<file path="config.mk">
export PLATFORM = sky130hd
export DESIGN_NAME = scph_dds
export DESIGN_NICKNAME = d
export VERILOG_FILES = /design/src/rtl/scph_pkg.sv /design/src/rtl/scph_freq_reg.sv /design/src/rtl/scph_field_seq.sv /design/src/rtl/scph_phase_acc.sv /design/src/rtl/scph_dds.sv
export SDC_FILE = /design/constraint.sdc
export NUM_CORES = 1
export LEC_CHECK = 0
export CAP_MARGIN = 25
export CORE_MARGIN = 10
export CORE_UTILIZATION = 30
export DETAILED_ROUTE_END_ITERATION = 16
export SLEW_MARGIN = 20
export SYNTH_ARGS = -nofsm -noshare
export SYNTH_HDL_FRONTEND = slang
export SYNTH_SLANG_ARGS = --single-unit
</file>
<file path="constraint.sdc">
create_clock -name clk -period 3.2 [get_ports clk]
set_clock_uncertainty 0.05 [all_clocks]
set_input_delay 0.32 -clock clk [delete_from_list [all_inputs] [get_ports clk]]
set_output_delay 0.32 -clock clk [all_outputs]
set_load 0.02 [all_outputs]
</file>
<file path="src/rtl/scph_pkg.sv">
package scph_pkg;

  // Realignment policy derived from the two mode pins.
  typedef enum logic [1:0] {
    RA_SEQUENCE = 2'd0,  // clear at every sequence rollover
    RA_REQUEST  = 2'd1,  // clear only on a held request
    RA_FREE     = 2'd2   // never clear
  } realign_t;

  function automatic realign_t decode_realign(input logic a, input logic b);
    if (!a)     return RA_SEQUENCE;
    else if (!b) return RA_REQUEST;
    else        return RA_FREE;
  endfunction

endpackage

</file>
<file path="src/rtl/scph_freq_reg.sv">
module scph_freq_reg #(
  parameter int unsigned      W       = 32,
  parameter logic [W-1:0]     RST_VAL = '0
) (
  input  logic         clk,
  input  logic         rst_n,
  input  logic         wr_en,
  input  logic [W-1:0] wr_data,
  output logic [W-1:0] freq
);

  always_ff @(posedge clk) begin
    if (!rst_n)     freq <= RST_VAL;
    else if (wr_en) freq <= wr_data;
  end

endmodule

</file>
<file path="src/rtl/scph_field_seq.sv">
module scph_field_seq
  import scph_pkg::*;
#(
  parameter int unsigned NTSC_FIELDS = 4,
  parameter int unsigned PAL_FIELDS  = 8,
  localparam int unsigned FLD_W      = $clog2(PAL_FIELDS)
) (
  input  logic             clk,
  input  logic             rst_n,
  input  logic             fld_start,
  input  logic             std_pal,
  input  realign_t         policy,
  input  logic             phs_req,
  output logic [FLD_W-1:0] field_idx,
  output logic             clr_phase
);

  localparam logic [FLD_W-1:0] NTSC_LAST = FLD_W'(NTSC_FIELDS - 1);
  localparam logic [FLD_W-1:0] PAL_LAST  = FLD_W'(PAL_FIELDS - 1);

  logic [FLD_W-1:0] last_idx;
  logic             at_last;
  logic             pend_q;
  logic             req_hit;
  logic             auto_hit;

  assign last_idx = std_pal ? PAL_LAST : NTSC_LAST;
  assign at_last  = (field_idx >= last_idx);
  assign req_hit  = fld_start && (policy == RA_REQUEST) && pend_q;
  assign auto_hit = fld_start && (policy == RA_SEQUENCE) && at_last;
  assign clr_phase = req_hit || auto_hit;

  always_ff @(posedge clk) begin
    if (!rst_n) begin
      field_idx <= '0;
      pend_q    <= 1'b0;
    end else if (fld_start) begin
      field_idx <= (req_hit || at_last) ? '0 : field_idx + 1'b1;
      pend_q    <= phs_req;
    end else begin
      pend_q    <= pend_q || phs_req;
    end
  end

endmodule

</file>
<file path="src/rtl/scph_phase_acc.sv">
module scph_phase_acc #(
  parameter int unsigned W = 32
) (
  input  logic         clk,
  input  logic         rst_n,
  input  logic         adv,
  input  logic         clr,
  input  logic [W-1:0] freq,
  output logic [W-1:0] phase
);

  always_ff @(posedge clk) begin
    if (!rst_n)   phase <= '0;
    else if (clr) phase <= '0;
    else if (adv) phase <= phase + freq;
  end

endmodule

</file>
<file path="src/rtl/scph_dds.sv">
module scph_dds
  import scph_pkg::*;
#(
  parameter int unsigned         PHASE_W     = 32,
  parameter logic [PHASE_W-1:0]  FREQ_RESET  = 32'h21F0_7C16,
  parameter int unsigned         NTSC_FIELDS = 4,
  parameter int unsigned         PAL_FIELDS  = 8,
  localparam int unsigned        FLD_W       = $clog2(PAL_FIELDS)
) (
  input  logic               clk,
  input  logic               rst_n,
  input  logic               pix_en,
  input  logic               fld_start,
  input  logic               std_pal,
  input  logic               mode_a,
  input  logic               mode_b,
  input  logic               phs_req,
  input  logic               freq_wr,
  input  logic [PHASE_W-1:0] freq_data,
  output logic [PHASE_W-1:0] phase,
  output logic [FLD_W-1:0]   field_idx
);

  logic [PHASE_W-1:0] freq_q;
  logic               clr_phase;
  realign_t           policy;

  assign policy = decode_realign(mode_a, mode_b);

  scph_freq_reg #(.W(PHASE_W), .RST_VAL(FREQ_RESET)) u_freq (
    .clk     (clk),
    .rst_n   (rst_n),
    .wr_en   (freq_wr),
    .wr_data (freq_data),
    .freq    (freq_q)
  );

  scph_field_seq #(.NTSC_FIELDS(NTSC_FIELDS), .PAL_FIELDS(PAL_FIELDS)) u_seq (
    .clk       (clk),
    .rst_n     (rst_n),
    .fld_start (fld_start),
    .std_pal   (std_pal),
    .policy    (policy),
    .phs_req   (phs_req),
    .field_idx (field_idx),
    .clr_phase (clr_phase)
  );

  scph_phase_acc #(.W(PHASE_W)) u_acc (
    .clk   (clk),
    .rst_n (rst_n),
    .adv   (pix_en),
    .clr   (clr_phase),
    .freq  (freq_q),
    .phase (phase)
  );

endmodule

</file>
# After elaboration in Yosys (flattened, before gate mapping)
# Index checks and enable logic that the tools add are counted.
totals:
  mem_count: 0
  rom_bits: 0
  input_bits: 41
  register_bits: 68
  out_inout_bits: 35
  elab_cells: 23
  ramBits: 0
  latchBits: 0
op_classes:
  eq_ne: 1
  shifts: 0
  reduce_logical: 9
  mul: 0
  div_mod_pow: 0
  muxes: 5
  n_addsub: 2
  n_lt_le_gt_ge: 1
  bitwise_logic: 1
ops:
  columns: ["op", "count"]
  rows:
  - ["adder 32 bit", 1]
  - ["2-to-1 mux 3 bit", 2]
  - ["logical AND 1 bit", 4]
  - ["2-to-1 mux 2 bit", 2]
  - ["adder 3 x 1 -> 3 bit, second input constant", 1]
  - [">= comparator 3 bit", 1]
  - ["logical OR 1 bit", 3]
  - ["equality test 2 x 1 -> 1 bit, second input constant", 1]
  - ["zero test 2 bit", 1]
  - ["OR reduction 2 bit", 1]
  - ["2-to-1 mux 1 bit", 1]
  - ["inverter 1 bit", 1]

# Longest topological paths before layout
# Gate-level depths: netlist of the first run.
logic_depth:
  ltp_word: 7
  ltp_mapped: 9

# By module
# A second synthesis of the first run with hierarchy kept.
unflattened:
  hier_cells: 472
  hier_area_um2: 4219.0
by_module_without_submodules:
  columns: ["module", "seq_area_each_um2", "area_per_inst_um2", "n_inst", "cells_per_inst"]
  rows:
  - ["scph_phase_acc", 640.6, 2733.9, 1, 338]
  - ["scph_freq_reg", 640.6, 1199.9, 1, 103]
  - ["scph_field_seq", 80.1, 269.0, 1, 29]
  - ["scph_dds", 0.0, 16.3, 1, 2]

# Worst setup path before layout of the first run
# OpenSTA, ideal clock, no wires.
synth_path:
  kind: "register to register"
  from: "register u_acc.phase[0]"
  to: "register u_acc.phase[22]"
  arrival_time_ns: 2.446
  setup_slack_ns: 0.569
  path_buffers: 0
  stages_incl_launch_ff: 10
  setup_ns: 0.135
  cell_sequence: "dfxtp_1 > ha_1 > fa_1 > a21o_2 > a221oi_2 > a31oi_2 > a41oi_2 > o21a_2 > xor2_1 > o22ai_1"
synth_between:
  elab_chain_len: 1
synth_lines:
  columns: ["item", "line_no", "rtl"]
  rows:
  - ["from (decl)", "scph_phase_acc.sv:9", "output logic [W-1:0] phase"]
  - ["from (signal assigned)", "scph_phase_acc.sv:15", "else if (adv) phase <= phase + freq;"]
  - ["adder 32 bit", "scph_phase_acc.sv:15", null]
# Every way passes these cells.
# A chain may end at the register's enable or synchronous reset.

# Final worst setup path of the first run
layout_path:
  from: "register u_acc.phase[0]"
  to: "register u_acc.phase[28]"
# Same word-level chain as after synthesis.

==> run metrics, run 1 <==
Mapped Cells about 500; Routed wire per std cell ~17 µm; GPL Wtd Cong ~0.91; DP Worst Slack 0.390 ns; synthesized area around 4300 µm²; final setup fails 0; initial antenna violation count 0; detailed-route via count 3804; fin crit period roughly 2.9 ns; clk sinks 68; first-pass GRT wire length roughly 21 mm; Area Overhead vs Synth 26.7%; initial DRC count 213; max_cap viols 0; FP Rows 43; Hold EP u_acc.phase[31]; most frequent cells after synthesis dfxtp_1, nor2_1, mux2i_1, nand2_1, ha_1; WP data required about 3.4 ns; Slew @ Worst Pin about 0.63 ns; Hold Path Stages 2; Synth area leader dfxtp_1; vias in the first global route 3895; Core ar. between 10000 and 15000 µm²; flops & latches, synth 68; switching share of power a little over a third; clock-pin transition on the worst setup and hold timing paths 0.06 ns; Synthesized Nets approximately 560; pwr dens around 560 nW/µm²; combinational cell fraction of total power a little under two fifths; layout cells sized above 1 under 10%; worst reg2reg path endpoint u_acc.phase[28]; remaining antenna violation count 0; Root Driver clkbuf_16; gr usage total between 10% and 20%; Routed WL around 13 mm; TNS Setup 0 ns; RSZ-0062 raised after global routing false; PnR worst setup slack approximately 0.35 ns; Max stage delay cell, worst path a221oi_2; sequential fraction of the synthesis area about a third; Post-CTS Setup Bufs 0; Static Leak roughly 2.3 nW; Die X 140 µm; Max Clk Rate between 300 and 400 MHz; CP endpoint kind register; share of flip-flops with an asynchronous set or reset 0%; fin crit share 89.1%; internal power roughly 2.0 mW; Yosys warnings 0; reg-to-reg slack, setup 0.35 ns; sw power between 1 and 1.5 mW; first-pass detailed-route iteration total 5; sequential cell fraction of total power between 30% and 40%; DP Wirelength 10.0 mm; Slew HR around 58%; I/O pin count 76; synth unique cells 70; worst path cell trace ha_1 > fa_1 > a21o_2 > a221oi_2 > nor2_1 > o21ai_1 > a211oi_1 > o2111ai_1 > o211ai_1; Max Slew Vio Count 0; status completed; EDFF count, synth 0; IO buf count 75; chip height about 140 µm; fin nets between 600 and 700; worst-path maximum fanout 5; Yosys top cell area share a little under a third; CP Launch Type register; Hold Buf Count CTS 0; n_diodes 0; Hold Vio Cnt, Final 0; WP data arrival 3.01 ns; worst min-delay path category register to register; Post-Syn Area per Cell 8.86 µm²; Worst-Skew Late Latency between 0.3 and 0.4 ns; hold path start u_acc.phase[31]; htree depth 3; Synth Flop Type dfxtp_1; CTS tree yes; synth top area cells dfxtp_1, mux2i_1, ha_1, nor2_1, nand2_1; grt total ovfl 0; Final Power 3.06 mW; clk buf depth 2; depth of the most critical reg-to-reg path 9; reg2reg start u_acc.phase[0]; Remaining DRCs 0; max incr delay on CP around 0.48 ns; Num CTS Buffers 9; top-count cell post-synth dfxtp_1; Starting Density about 31%; Crit path buffers/inverters 0; delay-heaviest family, CP compound AO/OA/AOI/OAI gates; pin count of the biggest net entering global routing 33; clock share of power between 20 and 30%; WS Path Type register to register; routed vias/inst 5.13; Die ar. 19600 µm²; Worst IR Drop VDD 0.236 mV; PostCTS Resize Cnt 0
==> state kept, by name (all words and copies together) (netlist names) <==
name and flops:
u_seq.field_idx 3, u_freq.freq 32, u_acc.phase 32, u_seq.pend_q 1
==> power by group through the flow <==
stage / Clock, mW / Sequential (mW) / Combinational (mW)
2_1_floorplan: 0 / 1.09 / 0.724
3_3_place_gp: 0 / 1.04 / 1.13
3_5_place_dp: 0 / 1.04 / 1.12
4_1_cts: 0.942 / 1.02 / 1.13
5_1_grt: 0.976 / 1.03 / 1.25
6_report: 0.914 / 1.02 / 1.13
==> worst min-delay path, cell delays in order, from the launching register on <==
cell	delay, ns
dfxtp_1	0.31
nand2_1	0.05
mux2i_1	0.05
==> cell type report <==
cell class	instances	area, µm²
Clock inverter	6	41.3
Tap cell	180	225
Multi-Input combinational cell	385	2770
Clock buffer	10	229
Fill cell	1450	8510
Inverter	11	41.3
Sequential cell	68	1360
Timing Repair Buffer	82	811
==> stage by stage <==
step	util (%)	hold slack, ns	cells	area, µm²
CTS	39.0	0.428	741	5460
finish	39.2	0.423	742	5480
floorplan	-	0.387	488	4320
global placement	37.1	0.409	725	5190
global route	39.2	0.458	742	5480
detailed placement	37.1	0.421	725	5190
==> layout by cell type (no fill, tap or decap), types with 4 or more instances in the layout <==
master           count
xnor2_1             14
mux2i_1             50
a21oi_1             32
ha_1                33
xor2_1              11
nor2_1              56
inv_1                9
clkbuf_16            9
a21o_1              14
o21ai_1             10
nor3_1               6
buf_4                6
o21ai_0             12
nand2_1             49
o211ai_1             7
dfxtp_1             68
nand3_1             10
clkdlybuf4s50_1     74
a31oi_1              4
a211oi_1             8
and3_1               5
nand4_1              4
==> kinds of logic (layout without fill, tap and decap cells) <==
logic type,after synthesis,in the layout,share of synthesized area (%)
compound gates,132,132,22.7
xor+xnor,25,25,5.06
fa+ha+maj,34,34,10.0
buf+inv,35,109,4.57
flops,68,68,31.5
mux,50,50,11.6
simple gates,144,144,14.6
==> worst max-delay path by stage <==
stage,startpoint,endpoint,slack (ns),cells past startpoint
2_1_floorplan,u_acc.phase[0],u_acc.phase[22],0.57,9
3_3_place_gp,u_acc.phase[0],u_acc.phase[22],0.46,9
3_5_place_dp,u_acc.phase[0],u_acc.phase[28],0.39,9
4_1_cts,u_acc.phase[0],u_acc.phase[28],0.36,9
5_1_grt,u_acc.phase[0],u_acc.phase[28],0.14,9
6_report,u_acc.phase[0],u_acc.phase[28],0.35,9
==> routing by layer <==
| metal | GRT usage (%) | share of wire [%] | vias to the layer above |
|---|---|---|---|
| li1 | - | - | 1912 |
| met4 | 3.64 | 1.4 | 0 |
| met3 | 4.26 | 6.1 | 12 |
| met5 | 0 | 0 | - |
| met2 | 21.9 | 49 | 106 |
| met1 | 15.0 | 44 | 1774 |
No activity file was read; power rests on OpenSTA's default activity.
==> inputs of run 2 (changes only) <==
--- a/config.mk
+++ b/config.mk
@@ -6,9 +6,12 @@
 export NUM_CORES = 1
 export LEC_CHECK = 0
 export CAP_MARGIN = 25
+export CELL_PAD_IN_SITES_DETAIL_PLACEMENT = 1
+export CELL_PAD_IN_SITES_GLOBAL_PLACEMENT = 1
 export CORE_MARGIN = 10
 export CORE_UTILIZATION = 30
 export DETAILED_ROUTE_END_ITERATION = 16
+export PLACE_DENSITY_LB_ADDON = 0.1
 export SLEW_MARGIN = 20
 export SYNTH_ARGS = -nofsm -noshare
 export SYNTH_HDL_FRONTEND = slang
==> run metrics, run 2 (same netlist as run 1, synthesis figures left out) <==
PostCTS Resize Cnt 0 (unchanged); busiest grt layer met2; WP data required 3.41 ns (+0.05 ns); worst min-delay path category register to register; Static Leak 2.32 nW (-0.41%); hold path start u_freq.freq[20]; gr usage total 14.2% (+1.3 points); Crit path buffers/inverters 0 (unchanged); Slew @ Worst Pin 0.659 ns (+0.0281 ns); Max Clk Rate 370 MHz (+5.6%); Root Driver clkbuf_16; cell area after layout 5450 µm² (-0.53%); DP Wirelength 10.8 mm (+8.3%); reg2reg start u_acc.phase[7]; pin count of the biggest net entering global routing 33 (unchanged); TNS Setup 0 ns (unchanged); Max stage delay cell, worst path ha_1; Post-DP Area 5190 µm² (unchanged); n_diodes 0 (unchanged); M2 GR Usage 24.4% (+2.5 points); Core ar. 14000 µm² (unchanged); depth of the most critical reg-to-reg path 8 (-1); GPL Wtd Cong 0.874 (-3.5%); CP Launch Type register; Worst-Skew Late Latency 0.34 ns (about the same); Area Overhead vs Synth 26.0%; initial antenna violation count 0 (unchanged); pwr dens 561 nW/µm² (+0.31%); clock-pin transition on the worst setup and hold timing paths 0.06 ns (about the same); initial DRC count 128 (-40%); fin crit period 2.70 ns (-0.150 ns); Slew HR 55.8% (-2.0 points); Routed wire per std cell 18.6 µm (+8.3%); Num CTS Buffers 9 (unchanged); leading cell types in the layout, fill and taps excluded clkdlybuf4s50_1, dfxtp_1, nor2_1; reg-to-reg slack, setup 0.50 ns (+0.15 ns); Crit path depth 8 (-1); Die X 140 µm (unchanged); Worst IR Drop VDD 0.252 mV (+6.5%); Filler Cells Inserted 1659 (+14%); delay-heaviest family, CP compound AO/OA/AOI/OAI gates; IO buf count 75 (unchanged); Routed WL 13.7 mm (+8.0%); max incr delay on CP 0.49 ns (about the same); layout cells sized above 1 8.04% (-0.33 points); fin crit share 84.4% (-4.7 points); WS Path Type register to register; routed vias/inst 5.19 (+1.3%); chip height 140 µm (unchanged); Max Slew Vio Count 0 (unchanged); htree depth 3 (unchanged); clk sinks 68 (unchanged); first-pass GRT wire length 22.5 mm (+9.1%); RSZ-0062 raised after global routing false; clk buf depth 2 (unchanged); Hold EP u_freq.freq[20]; Hold Path Stages 2 (unchanged); worst path cell trace ha_1 > nand4_1 > a2111oi_4 > a22oi_2 > a211oi_1 > nor4_1 > nor3_1 > mux2i_1; WP data arrival 2.91 ns (-0.10 ns); area of the multi-input gates 2770 µm² (unchanged); Starting Density 30.9% (unchanged); met1 Resource Use GR 16.2% (+1.2 points); Hold Vio Cnt, Final 0 (unchanged); CTS tree yes; FP Rows 43 (unchanged); max_cap viols 0 (unchanged); Largest regs u_acc.phase x32, u_freq.freq x32, u_seq.field_idx x3; fin nets 631 (-0.16%); worst-path maximum fanout 9 (+4); detailed-route via count 3842 (+1.0%); I/O pin count 76 (unchanged); status completed; most common cell after layout, fill and taps aside clkdlybuf4s50_1; Sequential cell area 1360 µm² (unchanged); met3 usage 4.19% (-0.068 points); worst reg2reg path endpoint u_acc.phase[31]; Die ar. 19600 µm² (unchanged); CP endpoint kind register; Remaining DRCs 0 (unchanged); first-pass detailed-route iteration total 4 (-1); vias in the first global route 4230 (+8.6%); final setup fails 0 (unchanged); Hold Buf Count CTS 0 (unchanged); grt total ovfl 0 (unchanged); Post-CTS Setup Bufs 0 (unchanged); remaining antenna violation count 0 (unchanged)
==> run 2: how the worst max path moves through the flow <==
stage | startpoint | to
after floorplan | u_acc.phase[0] | u_acc.phase[22]
after global placement | u_acc.phase[0] | u_acc.phase[22]
after detailed placement | u_acc.phase[0] | u_acc.phase[22]
after CTS | u_acc.phase[7] | u_acc.phase[31]
after global routing | u_acc.phase[7] | u_acc.phase[31]
final | u_acc.phase[7] | u_acc.phase[31]
==> run 2: power by group <==
part	leakage, nW	switching, mW	total, mW	internal (mW)
combinational	1.63	0.653	1.15	0.501
clock	0.124	0.370	0.885	0.515
sequential	0.561	0.0776	1.02	0.938
total	2.32	1.10	3.05	1.95
==> run 2: layer usage <==
layer  part of all wire, %  vias to the layer above  wire length [µm]
li1                      -                     1915                 -
met2                    49                       70              6710
met3                   4.7                       19               648
met4                   2.2                        0               296
met5                     0                        -                 0
met1                    44                     1838              6080
==> run 2: layout make-up <==
class | instances | share of cell area, %
clock buffer | 10 | 4.20
clock inverter | 5 | 0.551
inverter | 11 | 0.758
multi-input combinational | 385 | 50.8
sequential | 68 | 25.0
tap | 180 | 4.13
timing repair buffer | 81 | 14.6
==> run 2: stage by stage <==
step	std cells	power (mW)	hold slack [ns]	worst slack (ns)	util, %
floorplan	488	1.81	0.387	0.569	-
global placement	725	2.18	0.403	0.555	37.1
detailed placement	725	2.20	0.417	0.481	37.1
CTS	740	3.11	0.429	0.456	38.9
global route	740	3.27	0.443	0.233	39.0
finish	740	3.05	0.430	0.500	39.0
==> run 2: worst register-to-register path, cell delays in order (launching register included) <==
cell	delay, ns
dfxtp_1	0.32
ha_1	0.49
nand4_1	0.21
a2111oi_4	0.36
a22oi_2	0.17
a211oi_1	0.45
nor4_1	0.10
nor3_1	0.25
mux2i_1	0.22
